### src/rtl/simt_mask_stack.sv
module simt_mask_stack #(
  parameter int LANES = 16,
  parameter int DEPTH = 8,
  localparam int DW = $clog2(DEPTH + 1),
  localparam int AW = $clog2(DEPTH)
) (
  input  logic             clk,
  input  logic             rst_n,
  input  logic [LANES-1:0] pred_i,
  input  logic             push_i,
  input  logic             comp_i,
  input  logic             pop_i,
  output logic [LANES-1:0] active_o,
  output logic [DW-1:0]    depth_o,
  output logic             ovf_o,
  output logic             unf_o
);

  logic [LANES-1:0] stk [DEPTH];
  logic [LANES-1:0] mask_q;
  logic [DW-1:0]    depth_q;

  wire full  = depth_q == DW'(DEPTH);
  wire empty = depth_q == '0;
  wire [AW-1:0] top_idx = AW'(depth_q - 1'b1);
  wire [AW-1:0] wr_idx  = AW'(depth_q);
  wire [LANES-1:0] top = stk[top_idx];

  wire do_pop  = pop_i && !empty;
  wire do_comp = comp_i && !pop_i && !empty;
  wire do_push = push_i && !pop_i && !comp_i && !full;

  always_ff @(posedge clk) begin
    if (!rst_n) begin
      mask_q  <= '1;
      depth_q <= '0;
      ovf_o   <= 1'b0;
      unf_o   <= 1'b0;
    end else begin
      ovf_o <= push_i && !pop_i && !comp_i && full;
      unf_o <= (pop_i || comp_i) && empty;
      if (do_pop) begin
        mask_q  <= top;
        depth_q <= depth_q - 1'b1;
      end else if (do_comp) begin
        mask_q  <= top & ~mask_q;
      end else if (do_push) begin
        mask_q  <= mask_q & pred_i;
        depth_q <= depth_q + 1'b1;
      end
    end
  end

  always_ff @(posedge clk)
    if (rst_n && do_push) stk[wr_idx] <= mask_q;

  assign active_o = mask_q;
  assign depth_o  = depth_q;

endmodule

### config.mk
export PLATFORM = sky130hd
export DESIGN_NAME = simt_mask_stack
export DESIGN_NICKNAME = d
export VERILOG_FILES = /design/src/rtl/simt_mask_stack.sv
export SDC_FILE = /design/constraint.sdc
export NUM_CORES = 1
export LEC_CHECK = 0
export BUFFER_PORTS_ARGS = -buffer_cell sky130_fd_sc_hd__buf_2
export CAP_MARGIN = 40
export CORE_UTILIZATION = 45
export DETAILED_ROUTE_END_ITERATION = 7
export GPL_TIMING_DRIVEN = 0
export HOLD_SLACK_MARGIN = 0.1
export MAX_ROUTING_LAYER = met4
export SYNTH_ARGS = -nofsm -noshare
export SYNTH_HDL_FRONTEND = slang
export SYNTH_SLANG_ARGS = --single-unit
### constraint.sdc
create_clock -name clk -period 2.95 [get_ports clk]
set_input_delay 0.295 -clock clk [delete_from_list [all_inputs] [get_ports clk]]
set_output_delay 0.295 -clock clk [all_outputs]
set_load 0.1 [all_outputs]
==> metrics.md, run 1 <==
| Metric | Value |
|---|---|
| Data arrival time of the worst path | `3.05 ns` |
| Leakage | `2.43 nW` |
| Outcome | `complete, no violations` |
| Critical path type | `reg2reg` |
| Clock input transition at the sequential cells of the worst setup and hold paths | `0.06 ns` |
| Net count of the mapped netlist | `362` |
| Share of async-settable or async-resettable flops after synthesis | `0%` |
| GRT Util Overall | `20.9%` |
| Clock share of power | `28.2%` |
| Power share of the sequential group | `34.0%` |
| Worst reg2reg setup slack | `0.02 ns` |
| Number of hold violations in the final report | `0` |
| Worst path slowest cell | `sky130_fd_sc_hd__nor2_2` |
| Post-synthesis sequential element count | `150` |
| Maximum fanout encountered on the critical timing path | `11` |
| Worst hold path type | `in2reg` |
| # IOs | `43` |
| Die height | `118 um` |
| Clock sink total | `150` |
| Area taken by multi-input logic gates | `1610 um^2` |
| Vias in the first global route | `3452` |
| Number of DRC violations after detailed routing | `0` |
| Worst vdd rail ir drop | `0.000604 V` |
| Effective utilization at floorplan | `46.9%` |
| Net switching power of the design | `3.13 mW` |
| Vias per std cell | `5.70` |
| Clock tree from TritonCTS | `done` |
| Most frequent standard cell in the layout excluding fill and tap cells | `sky130_fd_sc_hd__edfxtp_1` |
| Final setup viols | `0` |
| Total power divided by cell area | `1150 nW/um^2` |
| Fraction of layout cells with a size suffix above 1 | `34.0%` |
| Wire length of the first global-routing pass | `20200 um` |
| First-iteration detailed-routing DRC count | `205` |
| Synthesized area divided by synthesized cell count | `17.8 um^2` |
| Average wire length per cell after detail routing | `22.0 um` |
| Worst-Margin Slew | `0.708 ns` |
| Area enclosed by the die boundary | `13900 um^2` |
| Via count of the routed design | `3394` |
| Critical path capture point type | `flip-flop` |
| Gate Count Post-Synth | `339` |
| Portion of the post-synthesis area used by sequential elements | `70.9%` |
| Antenna viol nets, final | `0` |
| 1st-pass router iterations | `5` |
| Commonest cells after routing, fill and taps aside | `128 x sky130_fd_sc_hd__edfxtp_1, 48 x sky130_fd_sc_hd__buf_2, 32 x sky130_fd_sc_hd__nand2_1` |
| Worst clock skew | `0.00646 ns` |
| Root cell of the clock tree | `sky130_fd_sc_hd__clkbuf_16` |
| Post-detail-place hpwl | `8310 um` |
| Last weighted congestion value of the routability-driven placer | `0.783` |
| Instance area after placement | `6700 um^2` |
| List of cells traversed by the critical path | `clkbuf_1 -> inv_1 -> ha_1 -> buf_6 -> nand3b_1 -> nand4_1 -> nor2_2 -> buf_8` |
| CTS Buf Count | `17` |
| Max Cap Viol | `0` |
| Number of filler instances in the final layout | `1011` |
| Yosys warns | `0` |
| Count of cell types in the netlist | `41` |
| H-tree level count | `4` |
| Largest net degree at the start of global routing | `17` |
| Pre-CTS WS | `0.0451 ns` |
| Max-Slew Margin vs Limit | `52.8%` |
| Antenna violations before repair | `0` |
| Dominant synthesized flop cell | `sky130_fd_sc_hd__edfxtp_1` |
| Worst Slack Setup Final | `0.0211 ns` |
| Number of enable flip-flop cells after synthesis | `128` |
| Share of the clock period used by the worst path after layout | `99.3%` |
| Worst hold slack | `0.152 ns` |
| Combinational share of power | `37.9%` |
| N_diodes | `0` |
| Cell-internal power | `5.34 mW` |
| Required time at the worst-slack endpoint | `3.07 ns` |
| Type of origin of the critical path | `flip-flop` |
| Final Cell Area | `7390 um^2` |
| Switching share of total power | `36.9%` |
| Max Clk Rate | `0.341 GHz` |
| Final net count | `433` |
| Post-route minimum period | `2.93 ns` |
| Delay contributed by the slowest stage of the critical path | `0.51 ns` |
| Clock latency at the later pin of the worst-skew pair | `0.42 ns` |
| Unrepaired setup endpoints after global routing | `yes` |
| Overall die width | `118 um` |
| Mapped Area | `6040 um^2` |
| Area added between synthesis and finish | `22.2%` |
| Aggregate routed wire length | `13100 um` |
| Number of buffers inserted for hold repair after clock tree synthesis | `0` |
| Setup TNS Final | `0 ns` |
| Remaining global-route overflow | `0` |
| Count of final max-slew check failures | `0` |
| Core area | `12900 um^2` |
| Number of buffers on the longest clock path | `2` |
| PortBufs | `41` |
| FF/Latch Area | `4290 um^2` |
| Number of rows in the core area | `41` |
## layer usage
metal | wire length (um) | GRT usage (%) | share of wire [%]
met1 | 5500 | 26.5 | 42
met2 | 6640 | 32.5 | 51
met3 | 808 | 5.43 | 6.2
met4 | 167 | 7.53 | 1.3
met5 | 0 | - | 0
## sequential cells by signal, indices dropped and copies added (netlist names)
register,cells
unf_o,1
depth_o,4
stk,128
ovf_o,1
active_o,16
## layout make-up
cell class | instances | area share [%]
Buffer | 24 | 2.51
Multi-Input combinational cell | 162 | 21.7
Timing Repair Buffer | 52 | 5.72
Clock inverter | 8 | 2.29
Clock buffer | 24 | 6.66
Inverter | 3 | 0.152
Tap cell | 172 | 2.91
Sequential cell | 150 | 58.0
## synth_stat cells, types with 4 or more instances
cell                       count  area share, %
sky130_fd_sc_hd__mux4_2       30             11
sky130_fd_sc_hd__edfxtp_1    128             64
sky130_fd_sc_hd__nand2_1      32            2.0
sky130_fd_sc_hd__nand3_1      17            1.4
sky130_fd_sc_hd__buf_2         7           0.58
sky130_fd_sc_hd__nor2b_1       4           0.41
sky130_fd_sc_hd__a221o_1      13            2.2
sky130_fd_sc_hd__o211ai_1     16            2.0
sky130_fd_sc_hd__clkbuf_1      5           0.31
sky130_fd_sc_hd__buf_6         6            1.1
sky130_fd_sc_hd__nand4_1       6           0.62
sky130_fd_sc_hd__nor2_1        9           0.56
sky130_fd_sc_hd__dfxtp_1      22            7.3
## metrics by stage
| step | power [mW] | std cells | utilization [%] |
|---|---|---|---|
| detailed placement | 6.18 | 560 | 52.0 |
| CTS | 8.55 | 592 | 57.2 |
| finish | 8.47 | 595 | 57.4 |
| global placement | 6.09 | 552 | 50.5 |
| global route | 8.85 | 595 | 57.4 |
| floorplan | 5.39 | 339 | - |
## power by group through the flow
stage | combinational [mW] | clock [mW] | sequential (mW)
2_1_floorplan | 1.75 | 0 | 3.64
3_3_place_gp | 3.19 | 0 | 2.90
3_5_place_dp | 3.25 | 0 | 2.93
4_1_cts | 3.25 | 2.41 | 2.88
5_1_grt | 3.43 | 2.50 | 2.92
6_report | 3.21 | 2.39 | 2.88
## cells by family after synthesis
kind of cell / count (synthesis) / synth area share, %
xor+xnor: 2 / 0.414
compound gates: 45 / 6.21
fa+ha+maj: 2 / 0.414
mux: 34 / 12.4
flops: 150 / 70.9
simple gates: 79 / 6.42
buf+inv: 27 / 3.25
## worst paths after layout
| kind | endpoint | startpoint | cells past startpoint |
|---|---|---|---|
| max | stk[6][5] | depth_o[1] | 8 |
| min | active_o[0] | pred_i[0] | 3 |
| max reg2reg | stk[6][5] | depth_o[1] | 8 |
| min reg2reg | depth_o[3] | depth_o[3] | 2 |
## worst max-delay path: cells and delay by family (launching register included)
kind          cells  cell delay [ns]
simple gates      3             1.15
buf+inv           4             0.91
fa+ha+maj         1             0.22
flops             1             0.35
## repair_timing
action,4_1_cts,5_1_grt
setup buffers,0,3
endpoints found under the setup margin,0,82
gates resized for setup,0,1
Power figures use the tool's default switching activity.
==> run 2: changes to the inputs <==
==> constraint.sdc (replaced) <==
create_clock -name clk -period 2.95 [get_ports clk]
set_input_delay 0.1475 -clock clk [delete_from_list [all_inputs] [get_ports clk]]
set_output_delay 0.1475 -clock clk [all_outputs]
set_load 0.1 [all_outputs]
==> metrics.md, run 2 (same netlist as run 1, synthesis figures left out) <==
| Metric | Value |
|---|---|
| 1st-pass router iterations | `4 (-1)` |
| Core area | `12900 um^2 (unchanged)` |
| Root cell of the clock tree | `sky130_fd_sc_hd__clkbuf_16` |
| Worst Slack Setup Final | `0.0328 ns (+0.0117 ns)` |
| Net switching power of the design | `3.15 mW (+0.61%)` |
| Power share of the sequential group | `33.9% (about the same)` |
| Worst r2r src | `depth_o[1]` |
| Count of final max-slew check failures | `0 (unchanged)` |
| Crit path launch | `depth_o[1]` |
| Source of the worst hold timing path | `pop_i` |
| Unrepaired setup endpoints after global routing | `yes` |
| Pre-CTS WS | `0.0451 ns (unchanged)` |
| Average wire length per cell after detail routing | `21.7 um (-1.4%)` |
| Clock latency at the later pin of the worst-skew pair | `0.42 ns (about the same)` |
| H-tree level count | `4 (unchanged)` |
| Post-detail-place hpwl | `8310 um (unchanged)` |
| Max-Slew Margin vs Limit | `54.0% (+1.2 points)` |
| Number of hold violations in the final report | `0 (unchanged)` |
| Critical path capture point type | `flip-flop` |
| Vias in the first global route | `3517 (+1.9%)` |
| Last weighted congestion value of the routability-driven placer | `0.783 (unchanged)` |
| # IOs | `43 (unchanged)` |
| Via count of the routed design | `3451 (+1.7%)` |
| Aggregate routed wire length | `13300 um (+1.4%)` |
| Number of buffers on the longest clock path | `2 (unchanged)` |
| Worst-Margin Slew | `0.690 ns (-0.0179 ns)` |
| Max Clk Rate | `0.343 GHz (+0.40%)` |
| Commonest cells after routing, fill and taps aside | `128 x sky130_fd_sc_hd__edfxtp_1, 48 x sky130_fd_sc_hd__buf_2, 32 x sky130_fd_sc_hd__nand2_1` |
| Fraction of layout cells with a size suffix above 1 | `32.7% (-1.3 points)` |
| PortBufs | `41 (unchanged)` |
| Critical path type | `reg2reg` |
| First-iteration detailed-routing DRC count | `181 (-12%)` |
| Worst path slowest cell | `sky130_fd_sc_hd__nor2_2` |
| Max Cap Viol | `0 (unchanged)` |
| Largest net degree at the start of global routing | `17 (unchanged)` |
| Share of the clock period used by the worst path after layout | `98.9% (-0.40 points)` |
| Area enclosed by the die boundary | `13900 um^2 (unchanged)` |
| Post-route minimum period | `2.92 ns (-0.0117 ns)` |
| Final net count | `450 (+3.9%)` |
| Delay contributed by the slowest stage of the critical path | `0.51 ns (about the same)` |
| Combinational share of power | `38.1% (+0.2 points)` |
| Outcome | `complete, no violations` |
| Vias per std cell | `5.64 (-1.1%)` |
| Total power divided by cell area | `1130 nW/um^2 (-1.9%)` |
| Leakage | `2.50 nW (+2.9%)` |
| CTS Buf Count | `17 (unchanged)` |
| Most frequent standard cell in the layout excluding fill and tap cells | `sky130_fd_sc_hd__edfxtp_1` |
| Area added between synthesis and finish | `25.1%` |
| Worst hold path type | `in2reg` |
| Required time at the worst-slack endpoint | `3.07 ns (about the same)` |
| Data arrival time of the worst path | `3.04 ns (about the same)` |
| Instance area after placement | `6700 um^2 (unchanged)` |
| Largest register FFs | `128 (unchanged)` |
| Combined buffer and inverter count along the critical path | `4 (unchanged)` |
| Number of rows in the core area | `41 (unchanged)` |
| Clock tree from TritonCTS | `done` |
| Most Used Layer, Global Route | `met2` |
| List of cells traversed by the critical path | `clkbuf_1 -> inv_1 -> ha_1 -> buf_6 -> nand3b_1 -> nand4_1 -> nor2_2 -> buf_8` |
| Antenna violations before repair | `0 (unchanged)` |
| Final Cell Area | `7560 um^2 (+2.3%)` |
| Wire length of the first global-routing pass | `20400 um (+1.2%)` |
| Remaining global-route overflow | `0 (unchanged)` |
| Worst vdd rail ir drop | `0.000608 V (+0.60%)` |
| Final total power | `8.51 mW (+0.40%)` |
| Type of origin of the critical path | `flip-flop` |
| Biggest register | `stk` |
| Antenna viol nets, final | `0 (unchanged)` |
| GRT Util Overall | `21.1% (+0.24 points)` |
| Die height | `118 um (unchanged)` |
| N_diodes | `0 (unchanged)` |
| Routing usage on met1 | `26.4% (-0.066 points)` |
| Met3 Track Usage GR | `5.23% (-0.19 points)` |
| Clock share of power | `28.0% (-0.2 points)` |
| Number of DRC violations after detailed routing | `0 (unchanged)` |
| Worst clock skew | `0.00797 ns (+0.00150 ns)` |
| Clock input transition at the sequential cells of the worst setup and hold paths | `0.06 ns (about the same)` |
| Switching share of total power | `37.0% (+0.078 points)` |
| Maximum fanout encountered on the critical timing path | `11 (unchanged)` |
| GRT met2 Usage | `33.5% (+1.1 points)` |
| Clock sink total | `150 (unchanged)` |
| Overall die width | `118 um (unchanged)` |
| Number of filler instances in the final layout | `1001 (-0.99%)` |
| Final setup viols | `0 (unchanged)` |
| Crit-path leading delay family | `simple AND/OR/NAND/NOR gates` |
| Effective utilization at floorplan | `46.9% (unchanged)` |
| Cell-internal power | `5.36 mW (+0.27%)` |
run 2: final cells by class:
type / count / area (um^2) / area share, %
flip-flops and latches: 150 / 4290 / 56.7
multi-input cells: 162 / 1610 / 21.2
repair buffers: 69 / 593 / 7.85
clock buffers: 24 / 492 / 6.51
well taps: 172 / 215 / 2.85
plain buffers: 24 / 185 / 2.45
clock inverters: 8 / 169 / 2.24
inverters: 3 / 11.3 / 0.149
run 2: path summary, 6_finish.rpt:
check | end | slack, ns | cells after the start
worst max-delay path | stk[6][13] | 0.03 | 8
worst min-delay path | ovf_o | 0.14 | 4
worst max register to register | stk[6][13] | 0.03 | 8
worst min register to register | depth_o[3] | 0.56 | 2
run 2: stage by stage:
| step | setup TNS [ns] | hold slack (ns) | utilization (%) | cells |
|---|---|---|---|---|
| 2_1_floorplan | 0 | 0.314 | - | 339 |
| 3_3_place_gp | -23.35 | 0.420 | 50.5 | 552 |
| 3_5_place_dp | 0 | 0.423 | 52.0 | 560 |
| 4_1_cts | 0 | 0.124 | 58.5 | 609 |
| 5_1_grt | -4.40 | 0.148 | 58.7 | 612 |
| 6_report | 0 | 0.140 | 58.7 | 612 |
run 2: what timing repair did:
item,4_1_cts,5_1_grt
hold buffers,17,0
resized for setup,0,1
endpoints found under the hold margin,18,0
buffers inserted,0,3
setup endpoints to repair,0,81
run 2: per-layer routing:
layer / share of wire, % / wire length, um
met4: 1.0 / 138
met1: 43 / 5660
met3: 5.0 / 664
met5: 0 / 0
met2: 51 / 6830
run 2: power by group through the flow:
stage	Sequential, mW	Combinational [mW]	Clock, mW
2_1_floorplan	3.64	1.75	0
3_3_place_gp	2.90	3.19	0
3_5_place_dp	2.93	3.25	0
4_1_cts	2.88	3.27	2.41
5_1_grt	2.92	3.45	2.50
6_report	2.88	3.24	2.38
run 2: tightest hold or removal path, stage by stage:
cell                      delay, ns
sky130_fd_sc_hd__buf_2         0.17
sky130_fd_sc_hd__nor3b_4       0.09
sky130_fd_sc_hd__nand2_1       0.07
sky130_fd_sc_hd__nor2_1        0.03
==> run 3: changes to the inputs <==
--- a/config.mk
+++ b/config.mk
@@ -5,10 +5,10 @@
 export SDC_FILE = /design/constraint.sdc
 export NUM_CORES = 1
 export LEC_CHECK = 0
-export BUFFER_PORTS_ARGS = -buffer_cell sky130_fd_sc_hd__buf_2
 export CAP_MARGIN = 40
 export CORE_UTILIZATION = 45
 export DETAILED_ROUTE_END_ITERATION = 7
+export DONT_BUFFER_PORTS = 1
 export GPL_TIMING_DRIVEN = 0
 export HOLD_SLACK_MARGIN = 0.1
 export MAX_ROUTING_LAYER = met4
==> metrics.md, run 3 (same netlist as run 1, synthesis figures left out) <==
| Metric | Value |
|---|---|
| CTS Buf Count | `17 (unchanged)` |
| 1st-pass router iterations | `4 (unchanged)` |
| Number of DRC violations after detailed routing | `0 (unchanged)` |
| First-iteration detailed-routing DRC count | `311 (+72%)` |
| Worst Slack Setup Final | `0.0670 ns (+0.0342 ns)` |
| Max Clk Rate | `0.347 GHz (+1.2%)` |
| Clock share of power | `23.8% (-4.2 points)` |
| Clock sink total | `150 (unchanged)` |
| Average wire length per cell after detail routing | `22.6 um (+4.2%)` |
| Final net count | `440 (-2.2%)` |
| Leakage | `2.51 nW (+0.24%)` |
| Antenna violations before repair | `0 (unchanged)` |
| N_diodes | `0 (unchanged)` |
| # IOs | `43 (unchanged)` |
| Net switching power of the design | `3.21 mW (+1.9%)` |
| Data arrival time of the worst path | `3.01 ns (-0.03 ns)` |
| Critical path capture point type | `flip-flop` |
| Clock tree from TritonCTS | `done` |
| Cell-internal power | `5.17 mW (-3.4%)` |
| Largest net degree at the start of global routing | `17 (unchanged)` |
| Final core area utilization | `59.6% (+0.86 points)` |
| Worst-Margin Slew | `0.627 ns (-0.0631 ns)` |
| Worst vdd rail ir drop | `0.000672 V (+11%)` |
| Critical path type | `reg2reg` |
| Effective utilization at floorplan | `46.9% (unchanged)` |
| Vias per std cell | `5.65 (+0.19%)` |
| Worst clock skew | `0.00825 ns (+0.000286 ns)` |
| Maximum fanout encountered on the critical timing path | `11 (unchanged)` |
| Area taken by multi-input logic gates | `1630 um^2 (+1.6%)` |
| Most frequent standard cell in the layout excluding fill and tap cells | `sky130_fd_sc_hd__edfxtp_1` |
| Instance area after placement | `6790 um^2 (+1.4%)` |
| Clock latency at the later pin of the worst-skew pair | `0.42 ns (about the same)` |
| Aggregate routed wire length | `13600 um (+2.5%)` |
| FF/Latch Area | `4290 um^2 (about the same)` |
| Die height | `118 um (unchanged)` |
| Fraction of layout cells with a size suffix above 1 | `30.7% (-2.0 points)` |
| Number of rows in the core area | `41 (unchanged)` |
| Core area | `12900 um^2 (unchanged)` |
| Last weighted congestion value of the routability-driven placer | `0.780 (-0.36%)` |
| Total power divided by cell area | `1090 nW/um^2 (-2.9%)` |
| Antenna viol nets, final | `0 (unchanged)` |
| Number of buffers on the longest clock path | `2 (unchanged)` |
| Clock input transition at the sequential cells of the worst setup and hold paths | `0.06 ns (about the same)` |
| Largest register FFs | `128 (unchanged)` |
| Pre-CTS WS | `-0.441 ns (-0.486 ns)` |
| Post-route minimum period | `2.88 ns (-0.0342 ns)` |
| Wire length of the first global-routing pass | `20700 um (+1.4%)` |
| Root cell of the clock tree | `sky130_fd_sc_hd__clkbuf_16` |
| Commonest cells after routing, fill and taps aside | `128 x sky130_fd_sc_hd__edfxtp_1, 32 x sky130_fd_sc_hd__nand2_1, 30 x sky130_fd_sc_hd__mux4_2` |
| Power share of the sequential group | `36.1% (+2.2 points)` |
| Final Cell Area | `7670 um^2 (+1.5%)` |
| Worst hold path type | `in2reg` |
| Switching share of total power | `38.3% (+1.3 points)` |
| Combinational share of power | `40.1% (+2.0 points)` |
| Share of the clock period used by the worst path after layout | `97.7% (-1.2 points)` |
| Required time at the worst-slack endpoint | `3.07 ns (about the same)` |
| Biggest register | `stk` |
| Outcome | `complete, no violations` |
| H-tree level count | `4 (unchanged)` |
| Via count of the routed design | `3401 (-1.4%)` |
| Overall die width | `118 um (unchanged)` |
| Remaining global-route overflow | `0 (unchanged)` |
| Area added between synthesis and finish | `26.9%` |
| Count of final max-slew check failures | `0 (unchanged)` |
| Type of origin of the critical path | `flip-flop` |
| Max-Slew Margin vs Limit | `58.2% (+4.2 points)` |
| Post-detail-place hpwl | `8380 um (+0.78%)` |
| Number of hold violations in the final report | `0 (unchanged)` |
| GRT Util Overall | `21.6% (+0.52 points)` |
| Max Cap Viol | `0 (unchanged)` |
| Vias in the first global route | `3501 (-0.45%)` |
| Number of filler instances in the final layout | `954 (-4.7%)` |
| PortBufs | `0 (-100%)` |
| Area enclosed by the die boundary | `13900 um^2 (unchanged)` |
| Final setup viols | `0 (unchanged)` |
==> run 3: worst max-delay path: stages (launching register included) <==
cell                       delay [ns]
sky130_fd_sc_hd__dfxtp_4         0.55
sky130_fd_sc_hd__buf_6           0.25
sky130_fd_sc_hd__buf_4           0.23
sky130_fd_sc_hd__inv_1           0.10
sky130_fd_sc_hd__ha_1            0.22
sky130_fd_sc_hd__buf_6           0.14
sky130_fd_sc_hd__nand3b_1        0.21
sky130_fd_sc_hd__nand4_1         0.17
sky130_fd_sc_hd__buf_4           0.20
sky130_fd_sc_hd__nor2_4          0.29
sky130_fd_sc_hd__buf_8           0.21
==> run 3: path summary, 6_finish.rpt <==
path / startpoint / endpoint / slack (ns) / cells past startpoint
max reg2reg: depth_o[0] / stk[7][11] / 0.07 / 10
max: depth_o[0] / stk[7][11] / 0.07 / 10
min reg2reg: active_o[8] / stk[6][8] / 0.63 / 0
min: pop_i / depth_o[3] / 0.12 / 3
==> run 3: repair_timing <==
action | in CTS | in global routing
resized for setup | 9 | 0
endpoints found under the hold margin | 20 | 0
cloned | 0 | 0
hold buffers | 20 | 0
pin swaps | 6 | 0
setup endpoints to repair | 139 | 78
buffers inserted | 9 | 2
==> run 3: through the flow <==
| step | hold WS [ns] | setup TNS [ns] | cells | power (mW) |
|---|---|---|---|---|
| 3_5_place_dp | 0.338 | -40.32 | 539 | 6.38 |
| 5_1_grt | 0.129 | -0.0693 | 602 | 8.74 |
| 3_3_place_gp | 0.321 | -79.48 | 511 | 6.00 |
| 2_1_floorplan | 0.314 | 0 | 339 | 5.39 |
| 4_1_cts | 0.107 | 0 | 600 | 8.43 |
| 6_report | 0.120 | 0 | 602 | 8.38 |
==> run 3: power groups by stage <==
stage          Clock (mW)  Combinational (mW)  Sequential [mW]
5_1_grt              2.12                3.55             3.07
2_1_floorplan           0                1.75             3.64
3_5_place_dp            0                3.31             3.07
3_3_place_gp            0                2.28             3.72
6_report             2.00                3.36             3.03
4_1_cts              2.04                3.36             3.03
==> run 3: cell type report <==
type	instances	share of cell area, %
plain buffers	24	2.45
clock buffers	21	6.00
clock inverters	11	1.09
inverters	3	0.147
multi-input cells	162	21.3
flip-flops and latches	150	55.9
well taps	172	2.81
repair buffers	59	10.3
==> run 3: layer usage <==
layer	GRT usage, %	routed length, um	vias to the layer above
met3	5.33	803	15
met4	9.13	189	0
li1	-	-	1534
met5	-	0	-
met2	33.8	6920	124
met1	27.0	5720	1728
